[config.mk]
export PLATFORM = sky130hd
export DESIGN_NAME = i2s_tx_recover
export DESIGN_NICKNAME = d
export VERILOG_FILES = /design/src/rtl/i2s_tx_pkg.sv /design/src/rtl/i2s_tx_fifo.sv /design/src/rtl/i2s_tx_ser.sv /design/src/rtl/i2s_tx_recov.sv /design/src/rtl/i2s_tx_recover.sv
export SDC_FILE = /design/constraint.sdc
export NUM_CORES = 1
export LEC_CHECK = 0
export BUFFER_PORTS_ARGS = -buffer_cell sky130_fd_sc_hd__buf_2
export CAP_MARGIN = 20
export CORE_ASPECT_RATIO = 0.7
export CORE_UTILIZATION = 30
export CTS_CLUSTER_DIAMETER = 40
export DETAILED_ROUTE_END_ITERATION = 6
export GPL_TIMING_DRIVEN = 0
export PLACE_DENSITY = 0.53
export SYNTH_ARGS = -nofsm -noshare
export SYNTH_HDL_FRONTEND = slang
export SYNTH_SLANG_ARGS = --single-unit
[constraint.sdc]
create_clock -name clk -period 5.5 [get_ports clk]
set_input_delay 0.825 -clock clk [delete_from_list [all_inputs] [get_ports clk]]
set_output_delay 0.825 -clock clk [all_outputs]
set_load 0.05 [all_outputs]
[src/rtl/i2s_tx_pkg.sv]
`timescale 1ns/1ps
package i2s_tx_pkg;
    typedef enum logic [1:0] {REC_IDLE, REC_HALT, REC_FILL, REC_RESUME} rec_state_e;
    // clock configuration bit positions
    localparam int CK_WS_INV    = 0;
    localparam int CK_BCLK_INV  = 1;
    localparam int CK_NO_DELAY  = 2;
    localparam int CK_MASTER    = 3;
    localparam int CK_FREE_BCLK = 4;
    // transmit configuration bit positions
    localparam int TX_LVL_EMPTY = 0;
    localparam int TX_UF_IE     = 1;
    localparam int TX_EMP_IE    = 2;
    localparam int TX_RJUST     = 3;
    localparam int TX_UF_REPEAT = 4;
    localparam int TX_REC_EN    = 5;
    // status bit positions
    localparam int ST_FULL  = 12;
    localparam int ST_EMPTY = 13;
    localparam int ST_BUSY  = 14;
    localparam int ST_UF    = 15;
endpackage

[src/rtl/i2s_tx_fifo.sv]
`timescale 1ns/1ps
module i2s_tx_fifo #(
    parameter int W     = 24,
    parameter int DEPTH = 8
) (
    input  logic                          clk,
    input  logic                          rst_n,
    input  logic                          flush,
    input  logic                          push_req,
    input  logic [W-1:0]                  din,
    input  logic                          pop_req,
    output logic [W-1:0]                  head,
    output logic [$clog2(DEPTH+1)-1:0]    level,
    output logic                          full,
    output logic                          empty
);
    localparam int AW = $clog2(DEPTH);
    localparam int CW = $clog2(DEPTH+1);

    logic [W-1:0]  mem [DEPTH];
    logic [AW-1:0] wp, rp;
    logic [CW-1:0] cnt;
    logic          push_ok, pop_ok;

    assign full    = (cnt == CW'(DEPTH));
    assign empty   = (cnt == '0);
    assign push_ok = push_req && !full;
    assign pop_ok  = pop_req && !empty;
    assign head    = mem[rp];
    assign level   = cnt;

    always_ff @(posedge clk) begin
        if (push_ok && !flush) mem[wp] <= din;
    end

    always_ff @(posedge clk or negedge rst_n) begin
        if (!rst_n) begin
            wp  <= '0;
            rp  <= '0;
            cnt <= '0;
        end else if (flush) begin
            wp  <= '0;
            rp  <= '0;
            cnt <= '0;
        end else begin
            if (push_ok) wp <= (wp == AW'(DEPTH-1)) ? '0 : wp + 1'b1;
            if (pop_ok)  rp <= (rp == AW'(DEPTH-1)) ? '0 : rp + 1'b1;
            unique case ({push_ok, pop_ok})
                2'b10:   cnt <= cnt + 1'b1;
                2'b01:   cnt <= cnt - 1'b1;
                default: cnt <= cnt;
            endcase
        end
    end

    a_r2_level_bound: assert property (@(posedge clk) disable iff (!rst_n)
        cnt <= CW'(DEPTH));
    a_r9_flush_clears: assert property (@(posedge clk) disable iff (!rst_n)
        flush |=> empty);
    a_r2_full_drop: assert property (@(posedge clk) disable iff (!rst_n)
        (full && push_req && !pop_req && !flush) |=> full);
endmodule

[src/rtl/i2s_tx_ser.sv]
`timescale 1ns/1ps
module i2s_tx_ser #(
    parameter int SAMPLE_W = 12,
    parameter int SLOT_W   = 16,
    parameter int DIV      = 2
) (
    input  logic                  clk,
    input  logic                  rst_n,
    input  logic                  run,
    input  logic                  free_bclk,
    input  logic                  bclk_inv,
    input  logic                  ws_inv,
    input  logic                  no_delay,
    input  logic                  rjust,
    input  logic                  uf_repeat,
    input  logic                  fifo_empty,
    input  logic [2*SAMPLE_W-1:0] head,
    output logic                  load,
    output logic                  uf_evt,
    output logic                  bclk,
    output logic                  ws,
    output logic                  sd
);
    localparam int FRAME = 2*SLOT_W;
    localparam int SW    = $clog2(SLOT_W);
    localparam int PW    = SW + 1;
    localparam int DW    = $clog2(DIV);

    logic                  started, phase, tick, fall, last;
    logic [DW-1:0]         cnt;
    logic [PW-1:0]         pos, wpos;
    logic [2*SAMPLE_W-1:0] cur;
    logic [SAMPLE_W-1:0]   word;
    logic [SLOT_W-1:0]     slot_vec;
    logic [SW-1:0]         slot_b;

    assign tick   = (cnt == DW'(DIV-1));
    assign fall   = tick && phase;
    assign last   = (pos == PW'(FRAME-1));
    assign load   = run && (!started || (fall && last));
    assign uf_evt = load && fifo_empty;

    always_ff @(posedge clk or negedge rst_n) begin
        if (!rst_n) begin
            started <= 1'b0;
            cnt     <= '0;
            phase   <= 1'b0;
            pos     <= '0;
        end else if (!run) begin
            started <= 1'b0;
            pos     <= '0;
            if (free_bclk) begin
                cnt <= tick ? '0 : cnt + 1'b1;
                if (tick) phase <= !phase;
            end else begin
                cnt   <= '0;
                phase <= 1'b0;
            end
        end else if (!started) begin
            started <= 1'b1;
            cnt     <= '0;
            phase   <= 1'b0;
            pos     <= '0;
        end else begin
            cnt <= tick ? '0 : cnt + 1'b1;
            if (tick) phase <= !phase;
            if (fall) pos <= last ? '0 : pos + 1'b1;
        end
    end

    always_ff @(posedge clk or negedge rst_n) begin
        if (!rst_n)                cur <= '0;
        else if (load && !fifo_empty) cur <= head;
        else if (load && !uf_repeat)  cur <= '0;
    end

    always_comb begin
        slot_b   = pos[SW-1:0];
        word     = pos[PW-1] ? cur[SAMPLE_W-1:0] : cur[2*SAMPLE_W-1:SAMPLE_W];
        slot_vec = rjust ? SLOT_W'(word) : (SLOT_W'(word) << (SLOT_W - SAMPLE_W));
        wpos     = pos + (no_delay ? PW'(0) : PW'(1));
        sd       = started && slot_vec[~slot_b];
        ws       = wpos[PW-1] ^ ws_inv;
        bclk     = ((free_bclk || started) && phase) ^ bclk_inv;
    end

    a_r11_start_at_zero: assert property (@(posedge clk) disable iff (!rst_n)
        $rose(started) |-> (pos == '0 && !phase));
    a_r3_fetch_on_boundary: assert property (@(posedge clk) disable iff (!rst_n)
        (load && started) |-> last);
    a_r5_gated_idle: assert property (@(posedge clk) disable iff (!rst_n)
        (!free_bclk && !started) |-> (bclk == bclk_inv && !sd));
endmodule

[src/rtl/i2s_tx_recov.sv]
`timescale 1ns/1ps
module i2s_tx_recov
    import i2s_tx_pkg::*;
#(
    parameter int CNT_W = 4
) (
    input  logic             clk,
    input  logic             rst_n,
    input  logic             rec_en,
    input  logic             uf_evt,
    input  logic             fifo_full,
    output logic             busy,
    output logic             flush,
    output logic             fill_push,
    output logic [CNT_W-1:0] rec_count
);
    rec_state_e st, st_nx;

    always_ff @(posedge clk or negedge rst_n) begin
        if (!rst_n) st <= REC_IDLE;
        else        st <= st_nx;
    end

    always_comb begin
        st_nx     = st;
        busy      = 1'b1;
        flush     = 1'b0;
        fill_push = 1'b0;
        unique case (st)
            REC_IDLE: begin
                busy = 1'b0;
                if (rec_en && uf_evt) st_nx = REC_HALT;
            end
            REC_HALT: begin
                flush = 1'b1;
                st_nx = REC_FILL;
            end
            REC_FILL: begin
                if (fifo_full) st_nx = REC_RESUME;
                else           fill_push = 1'b1;
            end
            REC_RESUME: st_nx = REC_IDLE;
            default:    st_nx = REC_IDLE;
        endcase
    end

    always_ff @(posedge clk or negedge rst_n) begin
        if (!rst_n) rec_count <= '0;
        else if (st == REC_IDLE && st_nx == REC_HALT && rec_count != '1)
            rec_count <= rec_count + 1'b1;
    end

    a_r9_halt_to_fill: assert property (@(posedge clk) disable iff (!rst_n)
        (st == REC_HALT) |=> (st == REC_FILL));
    a_r9_trigger_busy: assert property (@(posedge clk) disable iff (!rst_n)
        (st == REC_IDLE && rec_en && uf_evt) |=> busy);
    a_r9_count_step: assert property (@(posedge clk) disable iff (!rst_n)
        (rec_count == $past(rec_count)) || (rec_count == $past(rec_count) + 1'b1));
    a_r9_resume_once: assert property (@(posedge clk) disable iff (!rst_n)
        (st == REC_RESUME) |=> !busy);
endmodule

[src/rtl/i2s_tx_recover.sv]
`timescale 1ns/1ps
module i2s_tx_recover
    import i2s_tx_pkg::*;
#(
    parameter int SAMPLE_W = 12,
    parameter int SLOT_W   = 16,
    parameter int DIV      = 2,
    parameter int DEPTH    = 8,
    parameter int CNT_W    = 4
) (
    input  logic                clk,
    input  logic                rst_n,
    input  logic                ch_en,
    input  logic [4:0]          cfg_clk,
    input  logic [5:0]          cfg_tx,
    input  logic                wr_en,
    input  logic                wr_right,
    input  logic [SAMPLE_W-1:0] wr_data,
    output logic [15:0]         status,
    output logic                irq_empty,
    output logic                irq_underflow,
    output logic [CNT_W-1:0]    rec_count,
    output logic                i2s_bclk,
    output logic                i2s_ws,
    output logic                i2s_sd
);
    localparam int PAIR_W = 2*SAMPLE_W;
    localparam int LW     = $clog2(DEPTH+1);

    logic                busy, flush, fill_push, load, uf_evt, full, empty, run;
    logic                host_push, push_req, uf_flag;
    logic [SAMPLE_W-1:0] pend_l;
    logic [PAIR_W-1:0]   head, din;
    logic [LW-1:0]       level;

    assign run       = ch_en && cfg_clk[CK_MASTER] && !busy;
    assign host_push = wr_en && wr_right && !busy;
    assign push_req  = host_push || fill_push;
    assign din       = fill_push ? '0 : {pend_l, wr_data};

    always_ff @(posedge clk or negedge rst_n) begin
        if (!rst_n)                          pend_l <= '0;
        else if (wr_en && !wr_right && !busy) pend_l <= wr_data;
    end

    always_ff @(posedge clk or negedge rst_n) begin
        if (!rst_n)                uf_flag <= 1'b0;
        else if (push_req && !full) uf_flag <= 1'b0;
        else if (uf_evt)            uf_flag <= 1'b1;
    end

    i2s_tx_fifo #(.W(PAIR_W), .DEPTH(DEPTH)) u_fifo (
        .clk(clk), .rst_n(rst_n), .flush(flush), .push_req(push_req), .din(din),
        .pop_req(load), .head(head), .level(level), .full(full), .empty(empty)
    );

    i2s_tx_ser #(.SAMPLE_W(SAMPLE_W), .SLOT_W(SLOT_W), .DIV(DIV)) u_ser (
        .clk(clk), .rst_n(rst_n), .run(run),
        .free_bclk(cfg_clk[CK_FREE_BCLK]), .bclk_inv(cfg_clk[CK_BCLK_INV]),
        .ws_inv(cfg_clk[CK_WS_INV]), .no_delay(cfg_clk[CK_NO_DELAY]),
        .rjust(cfg_tx[TX_RJUST]), .uf_repeat(cfg_tx[TX_UF_REPEAT]),
        .fifo_empty(empty), .head(head), .load(load), .uf_evt(uf_evt),
        .bclk(i2s_bclk), .ws(i2s_ws), .sd(i2s_sd)
    );

    i2s_tx_recov #(.CNT_W(CNT_W)) u_recov (
        .clk(clk), .rst_n(rst_n), .rec_en(cfg_tx[TX_REC_EN]), .uf_evt(uf_evt),
        .fifo_full(full), .busy(busy), .flush(flush), .fill_push(fill_push),
        .rec_count(rec_count)
    );

    always_comb begin
        status           = '0;
        status[LW-1:0]   = level;
        status[ST_FULL]  = full;
        status[ST_EMPTY] = empty;
        status[ST_BUSY]  = busy;
        status[ST_UF]    = uf_flag;
        irq_empty        = cfg_tx[TX_EMP_IE] &&
                           (cfg_tx[TX_LVL_EMPTY] ? empty : (level <= LW'(DEPTH/2)));
        irq_underflow    = cfg_tx[TX_UF_IE] && uf_flag;
    end

    a_r10_busy_holds_level: assert property (@(posedge clk) disable iff (!rst_n)
        (busy && !flush && !fill_push) |=> (level == $past(level)));
    a_r7_uf_set: assert property (@(posedge clk) disable iff (!rst_n)
        (uf_evt && !push_req) |=> uf_flag);
endmodule

# Yosys cells after proc, flatten, opt, wreduce, memory -nomap -nowiden
# Memory sizes are Yosys's and may differ from the RTL's.
# Cells that the tools add are included.
# classes
addsub	8
magnitude_cmp	2
eq_ne	12
n_mux	41
n_bitwise	3
n_reduce_logical	38
# op_table
op	count
2-to-1 mux 24 bit	3
logical AND 1 bit	21
2-to-1 mux 1 bit	20
2-to-1 mux 5 bit	4
2-to-1 mux 3 bit	6
2-to-1 mux 16 bit	1
2-to-1 mux 12 bit	1
adder 4 x 1 -> 4 bit, second input constant	2
case mux 2 bit (4 select lines)	1
case mux 4 bit (2 select lines)	1
nonzero test 2 bit	4
zero test 1 bit	7
adder 3 x 1 -> 3 bit, second input constant	2
equality test 2 x 1 -> 1 bit, second input constant	3
equality test 2 bit, second input constant	3
equality test 3 bit, second input constant	2
adder 5 x 1 -> 5 bit, second input constant	1
adder 5 bit	1
equality test 5 bit, second input constant	1
< comparator 4 x 5 -> 1 bit, second input constant	1
binary-select mux 1 bit (select 4 bit)	1
equality test 4 bit, second input constant	1
<= comparator 4 x 3 -> 1 bit, second input constant	1
zero test 4 bit	1
other kinds (11)	15
# word_totals
register_bits	61
mem_bits_rw	192
in_bits	28
elab_cells	117
n_memories	1
# memory_table
memory	words	width	rd	rd_clocked_by_memory_dff	wr	line	source
u_fifo.mem	8	24	1	0	1	i2s_tx_fifo.sv:20	logic [W-1:0] mem [DEPTH];

# Logic depth before layout (Yosys ltp)
# Gate-level depths: netlist of the first run.
# depth
depth_word	11
ltp_mapped	15
depth_no_buf	13

# Hierarchy
# A second synthesis of the first run with hierarchy kept.
# hier_totals
hier_cells	580
area_unflattened_um2	10586.4
# modules_own_cells
mod	n_inst	cells_each	area_per_inst_um2	seq_area_each_um2
i2s_tx_fifo	1	358	7921.3	6015.8
i2s_tx_ser	1	115	1507.7	800.8
i2s_tx_recover	1	77	817.0	325.3
i2s_tx_recov	1	30	340.3	150.1

# Least setup slack after synthesis of the first run
# OpenSTA, ideal clock, no wires.
# synth_path
path_kind	reg2reg
from	register u_fifo.cnt[0], in the netlist u_fifo.level[0]
to	memory u_fifo.mem[0][0], enable pin
setup_time_ps	474
t_arrival_ps	4027
path_slack_ps	999
stages_incl_launch_ff	5
cell_sequence	dfrtp_1 > or4b_4 > o21a_1 > clkinv_1 > nor4b_1
# synth_via
elab_chain_cells	8
# synth_rtl
element	line	source
start, declared	i2s_tx_fifo.sv:22	logic [CW-1:0] cnt;
start signal, assigned	i2s_tx_fifo.sv:49	2'b10: cnt <= cnt + 1'b1;
start signal, assigned	i2s_tx_fifo.sv:50	2'b01: cnt <= cnt - 1'b1;
start signal, assigned	i2s_tx_fifo.sv:51	default: cnt <= cnt;
equality test 4 bit *	i2s_tx_fifo.sv:25	assign full = (cnt == CW'(DEPTH));
2-to-1 mux 1 bit	i2s_tx_recov.sv:39	if (fifo_full) st_nx = REC_RESUME;
2-to-1 mux 1 bit	i2s_tx_recov.sv:29	unique case (st)
logical OR 1 bit	i2s_tx_recover.sv:38	assign push_req = host_push || fill_push;
logical AND 1 bit *	i2s_tx_fifo.sv:27	assign push_ok = push_req && !full;
logical AND 1 bit *	i2s_tx_fifo.sv:33	if (push_ok && !flush) mem[wp] <= din;
2-to-1 mux 1 bit *	i2s_tx_fifo.sv:33	
2-to-1 mux 1 bit (implied by the code) *	i2s_tx_fifo.sv:33	
end, declared	i2s_tx_fifo.sv:20	
# Mark *: on every way between the ends. The rest lies on a longest branch, timed or not.

# Worst setup path after layout of the first run
# layout_path
from	register u_ser.pos[1]
to	register u_fifo.cnt[3], in the netlist u_fifo.level[3]
# layout_via
elab_chain_cells	8
# layout_rtl
element	line	source
start, declared	i2s_tx_ser.sv:31	logic [PW-1:0] pos, wpos;
start signal, assigned	i2s_tx_ser.sv:67	if (fall) pos <= last ? '0 : pos + 1'b1;
equality test 5 bit *	i2s_tx_ser.sv:39	assign last = (pos == PW'(FRAME-1));
logical AND 1 bit *	i2s_tx_ser.sv:40	assign load = run && (!started || (fall && last));
logical OR 1 bit *	i2s_tx_ser.sv:40	
logical AND 1 bit *	i2s_tx_ser.sv:40	
logical AND 1 bit *	i2s_tx_fifo.sv:28	assign pop_ok = pop_req && !empty;
equality test 2 x 1 -> 1 bit / equality test 2 bit (equally long branches)	i2s_tx_fifo.sv:48	unique case ({push_ok, pop_ok})
case mux 4 bit (2 select lines)	i2s_tx_fifo.sv:48	
2-to-1 mux 4 bit	i2s_tx_fifo.sv:41	end else if (flush) begin
# Marked as above.
# A chain may end at the register's enable or synchronous reset.

==> out/metrics.csv, run 1 <==
stage,metric,value,unit
status,status,completed,
worst_setup_path,worst reg-to-reg path cell count,14,
grt,gr usage total,14.02,%
synth,register area share after synthesis,69.60,%
synth,"count leader, synth",edfxtp_1,
clocking,CTS max path bufs,3,
cells_and_area,area grow syn2layout,20.52,%
placement,half-perimeter wire length after placement,17340,um
power,PD cells,550.2,mW/mm^2
worst_setup_path,CP Launch Type,flip-flop,
floorplan,DIE AREA,0.03569,mm^2
clocking,CTS buffer count,31,
grt,vias in the first global route,5900,
cells_and_area,n_diodes,0,
timing,minimum clock period,4.476,ns
synth,Mapped Cells,577,
clocking,clk sink count,253,
clocking,# Post-CTS Setup Buffers,0,
detailed_routing,final wirelength,24540,um
worst_setup_path,CP max FO,10,
timing,final setup fails,0,
detailed_routing,number of remaining DRC errors,0,
detailed_routing,Antenna Nets Post-Route,0,
worst_setup_path,kind of critical path,reg -> reg,
floorplan,DIE HEIGHT,158.4,um
timing,Hold WS,0.3732,ns
cells_and_area,Post-layout nets,727,
floorplan,core footprint,0.03391,mm^2
synth,Synth warnings,0,
worst_setup_path,critical path endpoint category,flip-flop,
clocking,clk slew on worst S/H paths,0.06,ns
detailed_routing,Pre-antenna DRT Iters,4,
detailed_routing,DR vias,5603,
grt,initial antenna violation count,1,
synth,share of the synthesized area in the top cell type,55.03,%
synth,Synth cell types,48,
detailed_routing,drt via density,4.785,
clocking,root buf cell,clkbuf_16,
floorplan,die width,225.4,um
job,Max Cap Violations,0,
clocking,CTS tree,yes,
synth,"EDFF count, synth",192,
synth,ranking of synthesized cells by area,"edfxtp_1 (55%), dfrtp_1 (15%), mux4_2 (12%), mux2i_1 (3.0%), o2bb2ai_1 (2.0%)",
floorplan,Core Rows,56,
cells_and_area,Filler Cell Count,3178,
worst_setup_path,CP required,5.94,ns
placement,placed cell areas,0.01161,mm^2
timing,Slew headroom,33.56,%
timing,Slew @ Worst Pin,0.9966,ns
floorplan,I/O pins,53,
grt,first-pass GRT wire length,36580,um
synth,"Avg Cell Area, Syn",18.16,um^2
detailed_routing,detailed router's first-iteration violation count,403,
clocking,CTS H-Tree Depth,1,
synth,Post-Syn Area,0.01048,mm^2
power,P_leak,0.004455,uW
timing,Final Max Slew Viols,0,
power,Max VDD drop,0.2680,mV
worst_hold_path,min-delay worst type,in -> async,
detailed_routing,DR WL/cell,20.95,um
synth,commonest register cell after synthesis,edfxtp_1,
timing,RSZ-0062 raised after global routing,no,
clocking,Clock Latency Late Sink,0.56,ns
grt,largest net degree at the start of global routing,62,
timing,FMAX,223.4,MHz
timing,crit share post-route,81.39,%
synth,Post-synth ARST share,24.11,%
grt,GRT Residual Overflow,0,
clocking,post_cts resized,0,
synth,Synth top cells by count,"edfxtp_1 (192), dfrtp_1 (61), mux4_2 (54)",
placement,gp weighted congestion,0.7908,
placement,I/O Buffers,44,
synth,Yosys reg bits,253,
clocking,CTS Hold Bufs,0,
cells_and_area,post-route cell area,0.01263,mm^2
timing,clk_skew,0.01148,ns
cells_and_area,fraction of layout cells with a size suffix above 1,31.26,%
synth,Synth area leader,edfxtp_1,
worst_setup_path,crit path DAT,4.92,ns
timing,final hold viol count,0,
floorplan,Initial Util,30.89,%
-- kinds of logic (layout without fill, tap and decap cells) --
kind of cell             count (synthesis)  count (layout)  share of synthesized area, %
buffers and inverters                   47             170                         2.245
other                                    1               8                       0.03580
multiplexers                            99              99                         16.11
AND/OR/NAND/NOR                        100             100                         5.518
adder cells (fa/ha/maj)                 16              16                         1.911
flip-flops                             253             253                         69.60
AO/OA/AOI/OAI                           51              51                         3.738
XOR/XNOR                                10              10                        0.8360
-- routing by layer --
layer | track usage (%) | up-vias | part of all wire, % | wire, um
li1 | - | 2491 | - | -
met1 | 20.17 | 2959 | 48 | 11770
met2 | 22.27 | 123 | 46 | 11260
met3 | 2.491 | 30 | 4.5 | 1107
met4 | 2.818 | 0 | 1.6 | 399
met5 | 0 | - | 0 | 0
-- sequential cells by signal (all words and copies together) (netlist names), 3 cells and up --
signal,count
u_fifo.rp,3
u_fifo.level,4
u_fifo.wp,3
pend_l,12
u_ser.pos,5
u_recov.rec_count,4
u_fifo.mem,192
u_ser.cur,24
-- per-stage QoR --
step                      power, uW  TNS [ns]  utilization [%]  std cells  setup slack [ns]
after floorplan                4268         0                -        584            0.9989
after global placement         4858   -190.79            33.33       1092            -2.130
after detailed placement       5029         0            34.25       1114             1.057
after CTS                      7014         0            37.23       1171             1.039
after global routing           7265         0            37.23       1171            0.7263
final                          6947         0            37.23       1171             1.024
-- report_power, final --
group	switching, uW	total, uW	internal [uW]
Sequential	220	2900	2680
Clock	816	1970	1150
Combinational	1240	2080	833
Total	2280	6950	4670
-- cell type report --
class	count	area, um^2	share of cell area, %
buffer	39	205.2	1.625
sequential	253	7292	57.75
inverter	8	30.03	0.2378
timing repair buffer	66	473.0	3.746
clock inverter	20	171.4	1.358
clock buffer	37	839.6	6.649
multi-input combinational	284	3034	24.03
tap	464	580.6	4.598
-- placed cells by master (no fill, tap or decap), types with 20 or more instances in the layout --
master / instances
o2bb2ai_1: 24
clkbuf_16: 32
mux2i_1: 31
nor2_1: 20
and2_1: 25
dfrtp_1: 61
buf_4: 25
mux4_2: 54
buf_2: 48
edfxtp_1: 192
-- final timing paths --
path	endpoint	start	slack, ns
max in group asynchronous	u_ser.cur[8]	rst_n	4.57
max	u_fifo.level[3]	u_ser.pos[1]	1.02
min	u_ser.phase	rst_n	0.37
max reg2reg	u_fifo.level[3]	u_ser.pos[1]	1.02
min reg2reg	u_ser.cnt	u_ser.cnt	0.45
min in group clk	u_ser.cnt	u_ser.cnt	0.45
-- critical path, cell delays in order, from the launching register on --
cell and delay [ns]:
dfrtp_1 0.48, ha_1 0.25, and3_1 0.19, ha_1 0.28
a21boi_0 0.28, or3_1 0.21, clkbuf_1 0.37, clkbuf_1 0.47
inv_1 0.14, ha_1 0.28, ha_1 0.35, a21boi_0 0.21
o22ai_1 0.13, a221oi_1 0.34, mux2_2 0.37
No activity file was read; power rests on OpenSTA's default activity.
==> run 2, diff against run 1 <==
==> constraint.sdc (replaced) <==
create_clock -name clk -period 4.4 [get_ports clk]
set_input_delay 0.66 -clock clk [delete_from_list [all_inputs] [get_ports clk]]
set_output_delay 0.66 -clock clk [all_outputs]
set_load 0.05 [all_outputs]
==> run 2 against run 1 <==
First-iteration DRC count grew 43%. Utilization grew 0.27 points. Fmax is 8.5% higher. Critical path depth down 1. Cell area rose by 0.73%. Count of clock-buffer cells in the layout grew 2. Clock skew is 0.0036 ns higher. Hold slack worse by 0.19 ns. Cell count fell by 0.26%. Non-clock buffer count shrank 2. Register-to-register slack lost 0.75 ns.
==> out/metrics.csv, run 2 (same netlist as run 1, synthesis figures left out) <==
stage,metric,value,unit
floorplan,Core Rows,56,
timing,Slew headroom,34.39,%
detailed_routing,Pre-antenna DRT Iters,5,
clocking,# Post-CTS Setup Buffers,0,
grt,first-pass GRT wire length,37160,um
placement,I/O Buffers,44,
timing,RSZ-0062 raised after global routing,no,
floorplan,core footprint,0.03391,mm^2
worst_setup_path,CP max FO,12,
floorplan,die width,225.4,um
placement,worst slack at placement,0.03627,ns
worst_setup_path,worst reg2reg setup slack,0.28,ns
power,Max VDD drop,0.3373,mV
timing,Slew @ Worst Pin,0.9842,ns
placement,half-perimeter wire length after placement,17510,um
cells_and_area,fraction of layout cells with a size suffix above 1,31.11,%
placement,DP Cell Count,1113,
clocking,clk sink count,253,
timing,final hold viol count,0,
worst_setup_path,kind of critical path,reg -> reg,
grt,initial antenna violation count,0,
clocking,clk slew on worst S/H paths,0.06,ns
cells_and_area,Largest regs,"u_fifo.mem: 192 flops, u_ser.cur: 24 flops, pend_l: 12 flops",
power,Tot Pwr,8844,uW
placement,gp weighted congestion,0.7612,
timing,Final Max Slew Viols,0,
floorplan,DIE HEIGHT,158.4,um
cells_and_area,post-layout util,37.50,%
floorplan,I/O pins,53,
worst_setup_path,CP Launch Type,flip-flop,
clocking,CTS buffer count,30,
clocking,CTS max path bufs,3,
grt,vias in the first global route,5762,
timing,minimum clock period,4.125,ns
cells_and_area,Post-layout nets,724,
cells_and_area,Filler Cell Count,3181,
timing,final setup margin,0.2750,ns
timing,final setup fails,0,
cells_and_area,"commonest cells after routing, fill and taps aside","edfxtp_1 (192), dfrtp_1 (61), mux4_2 (54), buf_2 (49), clkbuf_16 (35)",
clocking,CTS tree,yes,
detailed_routing,number of remaining DRC errors,0,
power,PD cells,695.3,mW/mm^2
cells_and_area,post-route insts no fill,1168,
worst_hold_path,min-delay worst type,in -> async,
floorplan,Initial Util,30.89,%
timing,clk_skew,0.01504,ns
timing,FMAX,242.4,MHz
timing,crit share post-route,93.75,%
worst_setup_path,CP required,4.83,ns
worst_setup_path,reg2reg start,u_ser.pos[1],
cells_and_area,area grow syn2layout,21.40,%
job,Max Cap Violations,0,
worst_setup_path,crit path DAT,4.56,ns
detailed_routing,drt via density,4.821,
grt,GRT Residual Overflow,0,
worst_setup_path,worst reg-to-reg path cell count,13,
floorplan,DIE AREA,0.03569,mm^2
grt,largest net degree at the start of global routing,33,
clocking,Clock Latency Late Sink,0.56,ns
detailed_routing,DR WL/cell,21.11,um
clocking,root buf cell,clkbuf_16,
clocking,post_cts resized,0,
clocking,CTS Hold Bufs,0,
detailed_routing,Antenna Nets Post-Route,0,
power,P_leak,0.004484,uW
cells_and_area,Top reg by flops,u_fifo.mem,
clocking,CTS H-Tree Depth,1,
worst_setup_path,critical path endpoint category,flip-flop,
detailed_routing,final wirelength,24650,um
cells_and_area,n_diodes,0,
status,status,completed,
cells_and_area,max reg flops,192,
detailed_routing,detailed router's first-iteration violation count,577,
grt,gr usage total,14.30,%
cells_and_area,"most common cell after layout, fill and taps aside",edfxtp_1,
detailed_routing,DR vias,5631,
worst_setup_path,critical register-to-register path endpoint,u_fifo.level[3],
## run 2: layer usage
| metal | track usage [%] | part of all wire (%) | wire length [um] |
|---|---|---|---|
| met1 | 21.23 | 48 | 11880 |
| met3 | 2.860 | 4.9 | 1205 |
| met2 | 21.49 | 45 | 11140 |
| met4 | 3.272 | 1.7 | 424 |
| met5 | 0 | 0 | 0 |
## run 2: how the worst max path moves through the flow
stage                     from           endpoint  slack, ns  cells after the start
2_1_floorplan  u_fifo.level[0]   u_fifo.mem[5][0]       0.03                      4
3_5_place_dp      u_ser.pos[1]    u_fifo.level[3]       0.04                     14
3_3_place_gp             wr_en  u_fifo.mem[5][10]      -2.71                      5
4_1_cts           u_ser.pos[1]    u_fifo.level[3]     0.0008                     14
5_1_grt           u_ser.pos[1]    u_fifo.level[3]       0.03                     13
6_report          u_ser.pos[1]    u_fifo.level[3]       0.28                     13
## run 2: area by class of cell
type                       instances  area [um^2]  share of cell area (%)
sequential                       253         7292                   57.33
multi-input combinational        284         3043                   23.93
clock buffer                      39        900.9                   7.083
tap                              464        580.6                   4.565
timing repair buffer              65        483.0                   3.797
buffer                            38        202.7                   1.594
clock inverter                    17        186.4                   1.466
inverter                           8        30.03                  0.2361
## run 2: per-stage QoR
stage	hold WS, ns	instance area (um^2)	TNS (ns)
floorplan	0.3644	10520	0
global placement	0.4211	11320	-209.14
detailed placement	0.4419	11630	0
CTS	0.1748	12720	0
global route	0.2277	12720	0
finish	0.1827	12720	0
## run 2: power by group
group	switching [uW]	total (uW)	internal, uW
clock network	1020	2610	1590
registers	270	3620	3350
logic	1560	2610	1050
total	2850	8840	5990
## run 2: worst max-delay path, stage by stage (launching register included)
cell      delay, ns
dfrtp_1        0.48
ha_1           0.26
and3_1         0.20
ha_1           0.27
a21boi_0       0.33
or3_1          0.40
clkbuf_2       0.33
inv_1          0.11
ha_1           0.26
ha_1           0.35
a21boi_0       0.22
o22ai_1        0.11
a221oi_1       0.32
mux2_2         0.37
